File: config.mk
export PLATFORM = sky130hd
export DESIGN_NAME = irq_source_detect
export DESIGN_NICKNAME = d
export VERILOG_FILES = /design/src/rtl/irq_det_pkg.sv /design/src/rtl/irq_sync_bank.sv /design/src/rtl/irq_warmup.sv /design/src/rtl/irq_edge_eval.sv /design/src/rtl/irq_pending_store.sv /design/src/rtl/irq_source_detect.sv
export SDC_FILE = /design/constraint.sdc
export NUM_CORES = 1
export LEC_CHECK = 0
export ABC_AREA = 1
export CORE_MARGIN = 4
export CORE_UTILIZATION = 23
export DETAILED_ROUTE_END_ITERATION = 10
export DONT_BUFFER_PORTS = 1
export PLACE_DENSITY = 0.44
export SLEW_MARGIN = 20
export SYNTH_ARGS = -nofsm -noshare
export SYNTH_HDL_FRONTEND = slang
export SYNTH_SLANG_ARGS = --single-unit
File: constraint.sdc
create_clock -name clk -period 1.25 [get_ports clk]
set_clock_uncertainty 0.15 [all_clocks]
set_input_delay 0.125 -clock clk [delete_from_list [all_inputs] [get_ports clk]]
set_output_delay 0.125 -clock clk [all_outputs]
set_load 0.02 [all_outputs]
File: src/rtl/irq_det_pkg.sv
package irq_det_pkg;

  localparam int unsigned SRC_COUNT  = 51;
  localparam int unsigned SYNC_DEPTH = 2;

  typedef enum logic [1:0] {
    MODE_LEVEL       = 2'd0,
    MODE_EDGE_SINGLE = 2'd1,
    MODE_EDGE_BOTH   = 2'd2
  } src_mode_e;

endpackage

File: src/rtl/irq_sync_bank.sv
module irq_sync_bank #(
  parameter int unsigned N_SRC  = 51,
  parameter int unsigned STAGES = 2
) (
  input  logic             clk,
  input  logic             rst_n,
  input  logic [N_SRC-1:0] din,
  output logic [N_SRC-1:0] dout
);

  // Flop chain per line; stage 0 captures the raw asynchronous input.
  logic [N_SRC-1:0] stage_q [STAGES];

  always_ff @(posedge clk or negedge rst_n) begin
    if (!rst_n) begin
      for (int s = 0; s < STAGES; s++) stage_q[s] <= '0;
    end else begin
      stage_q[0] <= din;
      for (int s = 1; s < STAGES; s++) stage_q[s] <= stage_q[s-1];
    end
  end

  assign dout = stage_q[STAGES-1];

endmodule

File: src/rtl/irq_warmup.sv
module irq_warmup #(
  parameter int unsigned SYNC_STAGES = 2
) (
  input  logic clk,
  input  logic rst_n,
  output logic armed
);

  // Edges are meaningful only once the chain holds real samples and the
  // previous-level register holds one of them as well.
  localparam int unsigned FILL = SYNC_STAGES + 1;
  localparam int unsigned W    = $clog2(FILL + 1);
  localparam logic [W-1:0] FILL_V = W'(FILL);

  logic [W-1:0] cnt_q;

  always_ff @(posedge clk or negedge rst_n) begin
    if (!rst_n)              cnt_q <= '0;
    else if (cnt_q != FILL_V) cnt_q <= cnt_q + 1'b1;
  end

  assign armed = (cnt_q == FILL_V);

endmodule

File: src/rtl/irq_edge_eval.sv
module irq_edge_eval
  import irq_det_pkg::*;
#(
  parameter int unsigned N_SRC = 51
) (
  input  logic [N_SRC-1:0] smp,
  input  logic [N_SRC-1:0] prev,
  input  logic             armed,
  input  logic [N_SRC-1:0] cfg_level,
  input  logic [N_SRC-1:0] cfg_both,
  input  logic [N_SRC-1:0] cfg_pol,
  output logic [N_SRC-1:0] lvl_hit,
  output logic [N_SRC-1:0] edge_hit
);

  for (genvar i = 0; i < N_SRC; i++) begin : g_src
    src_mode_e mode;
    logic      edge_raw;

    always_comb begin
      if (cfg_level[i])     mode = MODE_LEVEL;
      else if (cfg_both[i]) mode = MODE_EDGE_BOTH;
      else                  mode = MODE_EDGE_SINGLE;
    end

    always_comb begin
      unique case (mode)
        MODE_EDGE_BOTH:   edge_raw = smp[i] ^ prev[i];
        MODE_EDGE_SINGLE: edge_raw = cfg_pol[i] ? (smp[i] & ~prev[i])
                                                : (~smp[i] & prev[i]);
        default:          edge_raw = 1'b0;
      endcase
    end

    // Qualified level: true when the line sits at its active level.
    assign lvl_hit[i]  = ~(smp[i] ^ cfg_pol[i]);
    assign edge_hit[i] = armed & edge_raw;
  end

endmodule

File: src/rtl/irq_pending_store.sv
module irq_pending_store #(
  parameter int unsigned N_SRC = 51
) (
  input  logic             clk,
  input  logic             rst_n,
  input  logic [N_SRC-1:0] smp,
  input  logic [N_SRC-1:0] cfg_level,
  input  logic [N_SRC-1:0] clr_mask,
  input  logic [N_SRC-1:0] lvl_hit,
  input  logic [N_SRC-1:0] edge_hit,
  output logic [N_SRC-1:0] prev_q,
  output logic [N_SRC-1:0] pending_q
);

  logic [N_SRC-1:0] clr_eff;
  logic [N_SRC-1:0] edge_next;
  logic [N_SRC-1:0] pending_d;

  // Clears only reach edge-mode bits; a fresh edge overrides a clear.
  assign clr_eff   = clr_mask & ~cfg_level;
  assign edge_next = (pending_q & ~clr_eff) | edge_hit;
  assign pending_d = (cfg_level & lvl_hit) | (~cfg_level & edge_next);

  always_ff @(posedge clk or negedge rst_n) begin
    if (!rst_n) begin
      prev_q    <= '0;
      pending_q <= '0;
    end else begin
      prev_q    <= smp;
      pending_q <= pending_d;
    end
  end

endmodule

File: src/rtl/irq_source_detect.sv
module irq_source_detect
  import irq_det_pkg::*;
#(
  parameter int unsigned N_SRC       = SRC_COUNT,
  parameter int unsigned SYNC_STAGES = SYNC_DEPTH
) (
  input  logic             clk,
  input  logic             rst_n,
  input  logic [N_SRC-1:0] irq_in,
  input  logic [N_SRC-1:0] cfg_level,
  input  logic [N_SRC-1:0] cfg_both,
  input  logic [N_SRC-1:0] cfg_pol,
  input  logic [N_SRC-1:0] clr_mask,
  output logic [N_SRC-1:0] pending
);

  logic [N_SRC-1:0] smp;
  logic [N_SRC-1:0] prev_q;
  logic [N_SRC-1:0] lvl_hit;
  logic [N_SRC-1:0] edge_hit;
  logic             armed;

  irq_sync_bank #(.N_SRC(N_SRC), .STAGES(SYNC_STAGES)) u_sync (
    .clk  (clk),
    .rst_n(rst_n),
    .din  (irq_in),
    .dout (smp)
  );

  irq_warmup #(.SYNC_STAGES(SYNC_STAGES)) u_warm (
    .clk  (clk),
    .rst_n(rst_n),
    .armed(armed)
  );

  irq_edge_eval #(.N_SRC(N_SRC)) u_eval (
    .smp      (smp),
    .prev     (prev_q),
    .armed    (armed),
    .cfg_level(cfg_level),
    .cfg_both (cfg_both),
    .cfg_pol  (cfg_pol),
    .lvl_hit  (lvl_hit),
    .edge_hit (edge_hit)
  );

  irq_pending_store #(.N_SRC(N_SRC)) u_store (
    .clk      (clk),
    .rst_n    (rst_n),
    .smp      (smp),
    .cfg_level(cfg_level),
    .clr_mask (clr_mask),
    .lvl_hit  (lvl_hit),
    .edge_hit (edge_hit),
    .prev_q   (prev_q),
    .pending_q(pending)
  );

endmodule

Yosys cells after proc, flatten, opt, wreduce, memory -nomap -nowiden
Index checks and enable logic that the tools add are counted.
- muxes and demuxes: 204
- bitwise logic cells: 416
- equality and inequality tests: 104
- add/subtract/negate cells: 1
- operators with widths (kind ; count):
    $and A51 B51 Y51 ; 4
    $mux W2 ; 102
    $and A1 B1 Y1 ; 153
    $not A1 Y1 ; 153
    $eq A2 B2 Y1 const B ; 52
    $eq A2 B1 Y1 const B ; 51
    $not A51 Y51 ; 2
    $or A51 B51 Y51 ; 2
    $pmux W1 S2 ; 51
    $xor A1 B1 Y1 ; 102
    $mux W1 ; 51
    $add A2 B1 Y2 const B ; 1
    $ne A2 B2 Y1 const B ; 1
- flip-flop bits (word level): 206
- output and inout port bits: 51

Depth between registers and ports, before layout
- depth after elaboration: 8
- mapped depth: 6
- depth with buffers taken out: 6

Modules after synthesis
From an unflattened synthesis, not the netlist that was laid out.
- cell total of the unflattened synthesis: 1293
- area, all modules: 11208.2 sq um
- by module, submodules not included (module ; cells an instance ; instances ; area each (sq um)):
    irq_edge_eval ; 720 ; 1 ; 4083.9
    irq_pending_store ; 408 ; 1 ; 4083.9
    irq_sync_bank ; 153 ; 1 ; 2935.3
    irq_warmup ; 12 ; 1 ; 105.1

Least setup slack after synthesis
No wires, ideal clock.
- path kind: register -> register
- from: register u_warm.cnt_q[0]
- to: register u_store.pending_q[10]
- path buffers: 1
- clock period less this slack: 1322 ps
- stages on the path, launching flop included: 7
- arrival time: 1049 ps
- path slack: -72 ps
- path through: dfrtp_1 ha_1 inv_2 buf_6 a21oi_2 nand2_1 a21oi_1
- word-level cells in the longest chain between the ends: 5
- ends and longest elaborated chain (element ; RTL line ; text):
    from (decl) ; irq_warmup.sv:15 ; logic [W-1:0] cnt_q;
    from (signal assigned) ; irq_warmup.sv:19 ; else if (cnt_q != FILL_V) cnt_q <= cnt_q + 1'b1;
    $eq A2 B2 Y1 ; irq_warmup.sv:22 ; assign armed = (cnt_q == FILL_V);
    $and A1 B1 Y1 ; irq_edge_eval.sv:37 ; assign edge_hit[i] = armed & edge_raw;
    $or A51 B51 Y51 ; irq_pending_store.sv:21 ; assign edge_next = (pending_q & ~clr_eff) | edge_hit;
    $and A51 B51 Y51 ; irq_pending_store.sv:22 ; assign pending_d = (cfg_level & lvl_hit) | (~cfg_level & edge_next);
    $or A51 B51 Y51 ; irq_pending_store.sv:22 ;
    net u_store.pending_d[10] ; irq_pending_store.sv:17 ; logic [N_SRC-1:0] pending_d;
    to (signal assigned) ; irq_pending_store.sv:30 ; pending_q <= pending_d;
    to (decl) ; irq_pending_store.sv:12 ; output logic [N_SRC-1:0] pending_q
The timed path passes the listed nets, and every way through them passes these cells.
A chain may end at the register's enable or synchronous reset.

Final worst setup path
- from: register u_warm.cnt_q[0]
- to: register u_store.pending_q[20]
The elaborated chain is that of the path after synthesis.

==> metrics <==
Final GP Congestion 0.782; Reg clk slew, reported paths 60 ps; Post-DP Area 0.0111 mm^2; M1 WL 11800 um; IO Count 308; area grow syn2layout 57.0%; PnR worst setup slack -128 ps; fin crit share 110%; share of cells above drive strength 1 16.6%; first-pass GRT wire length 44500 um; fillcell total 4117; Mapped Cells 1084; area leader, netlist dfrtp_1; syn_nets 1444; Worst Tran Pin Value 301 ps; gr ovfl total 0; DR pass1 iterations 4; CP startpoint kind flop; area of the multi-input gates 0.00391 mm^2; Worst-Skew Late Latency 540 ps; clock sinks 206; vias in the first global route 8845; post-layout min period 1380 ps; outcome finished, violations left; vias per cell 4.05; final setup vio count 102; RSZ-0062 raised after global routing yes; starting density of the core 23.4%; met2 wire length 12500 um; register area 0.00520 mm^2; Vias 8327; Design Area, Final 0.0155 mm^2; Post-CTS Hold Buffers 305; relative slew slack 80.0%; Crit Path Max Fanout 8; sequential element share of the synthesized area 52.3%; Remaining DRCs 0; Crit Reg-Reg Endpoint u_store.pending_q[20]; Placeable Area 0.0421 mm^2; worst reg2reg startpoint u_warm.cnt_q[0]; met3 WL 1920 um; Routed wire per std cell 13.2 um; Max VDD drop 0.00105 V; Die ar. 0.0463 mm^2; Die X 215 um; Net count, final 1856; Hold Crit Class in2async; Fin Setup TNS -6620 ps; power density over cell area 1140 mW/mm^2; Pins Over Slew Limit 0; Max Cap Viol 0; post-route antenna net violation count 0; CP Class reg2reg; Clk Tree Root Cell clkbuf_16; leak pwr 0.00774 uW; Max Freq 0.726 GHz; initial antenna violation count 5; CTS Buffer Depth 3; Final Util 36.8%; Fin. Hold Viols 206; Crit. End Element flop; Total GRT Usage 11.5%; worst reg-to-reg setup slack -130 ps; Synth Register Bits 206; Port Buffer Count 0; CP arrival 1680 ps; Die Height 215 um; dpl hpwl 17900 um; reg2reg path depth 6; H-tree depth 1; violated checks negative hold slack, negative setup slack; Ys Warns 0; Distinct cells, synth 10; leading post-synthesis cells by cell area dfrtp_1 52%, ha_1 13%, nand2_1 9.8%; Iter 0 DRT Violations 380; DR top layer met5; Cells after DPL 1689; largest net degree at the start of global routing 207; final wirelength 27100 um; area share of the largest cell type after synthesis 52.3%; Non-Filler Instances 2054; Min Hold Slack -872 ps; average size of a mapped cell 9.10 um^2; TritonCTS Buffers 27; # rows 75; TritonCTS clock tree built; post-synthesis instance area 0.00986 mm^2; Worst EP required 1550 ps
==> layout by cell type, fill, tap and decap left out <==
cell type,synthesis,layout
a21oi_4,0,3
xnor2_1,1,1
ha_4,0,1
ha_1,103,102
inv_1,255,255
inv_6,0,1
clkbuf_8,0,6
dfrtp_2,0,39
a21oi_1,164,117
inv_12,0,1
nand2_2,0,3
dlygate4sd3_1,0,305
dfrtp_1,206,167
clkbuf_1,0,9
buf_12,0,4
a21oi_2,40,84
clkbuf_16,0,27
clkinvlp_4,0,1
buf_4,0,63
nand3_1,51,51
buf_6,5,12
diode_2,0,2
nand2_1,258,255
bufinv_16,0,2
buf_16,0,4
==> area by class of cell <==
type / count / share of cell area, %
well taps: 539 / 4.35
repair buffers: 388 / 24.9
diodes: 2 / 0.0323
clock buffers: 42 / 5.11
flip-flops and latches: 206 / 33.6
inverters: 256 / 6.29
multi-input cells: 617 / 25.3
clock inverters: 4 / 0.493
==> worst max-delay path, cell delays in order (launching register included) <==
cell,delay [ps]
dfrtp_1,400
ha_4,200
inv_12,80
buf_12,150
a21oi_2,90
nand2_1,70
a21oi_2,130
==> power by group <==
part	internal [uW]	switching, uW
sequential	7140	441
clock	4710	2940
combinational	1400	1080
==> layer usage <==
| metal | vias up | GRT usage (%) |
|---|---|---|
| met5 | - | 0 |
| met2 | 238 | 19.4 |
| met1 | 3848 | 14.3 |
| li1 | 4173 | - |
| met3 | 62 | 3.71 |
| met4 | 6 | 3.35 |
==> through the flow <==
stage / worst slack [ps] / power [uW]
after floorplan: 4.84 / 8570
after global placement: -63.7 / 9010
after detailed placement: -92.5 / 9040
after CTS: -159 / 18000
after global routing: -193 / 18700
final: -128 / 17700
==> state kept, by name, indices dropped and copies added (netlist names) <==
signal and cells:
u_sync.dout 51, u_sync.stage_q 51, u_store.prev_q 51, u_store.pending_q 51, u_warm.cnt_q 2
==> cell families (layout without fill, tap and decap cells) <==
| group | Yosys count | after routing | share of synthesized area (%) |
|---|---|---|---|
| and+or+nand+nor | 309 | 309 | 12.4 |
| buffers and inverters | 261 | 690 | 10.3 |
| DFF | 206 | 206 | 52.3 |
| AOI/OAI and AO/OA | 204 | 204 | 11.9 |
| adders and majority gates | 103 | 103 | 13.1 |
| xor gates and xnor gates | 1 | 1 | 0.0888 |
| other | 0 | 2 | 0 |
==> cell usage after synthesis <==
library cell,n
nand2_1,258
inv_1,255
dfrtp_1,206
a21oi_1,164
ha_1,103
nand3_1,51
a21oi_2,40
buf_6,5
inv_2,1
xnor2_1,1
==> worst max path at each step <==
stage                         startpoint               endpoint  slack (ps)  cells past startpoint
floorplan                u_warm.cnt_q[0]  u_store.pending_q[10]           5                      6
finish                   u_warm.cnt_q[0]  u_store.pending_q[20]        -130                      6
global placement         u_warm.cnt_q[0]   u_store.pending_q[0]         -60                      6
global route             u_warm.cnt_q[0]  u_store.pending_q[20]        -190                      6
detailed placement       u_warm.cnt_q[0]   u_store.pending_q[0]         -90                      6
CTS                 u_store.pending_q[0]             pending[0]        -160                      1
==> timing repair <==
item                                    in CTS  in global routing
cloned                                       4                  0
resized for setup                           70                 42
buffers inserted                             1                  7
pin swaps                                   12                 19
endpoints found under the setup margin     102                103
hold endpoints to repair                   308                206
No activity file was read; power rests on OpenSTA's default activity.
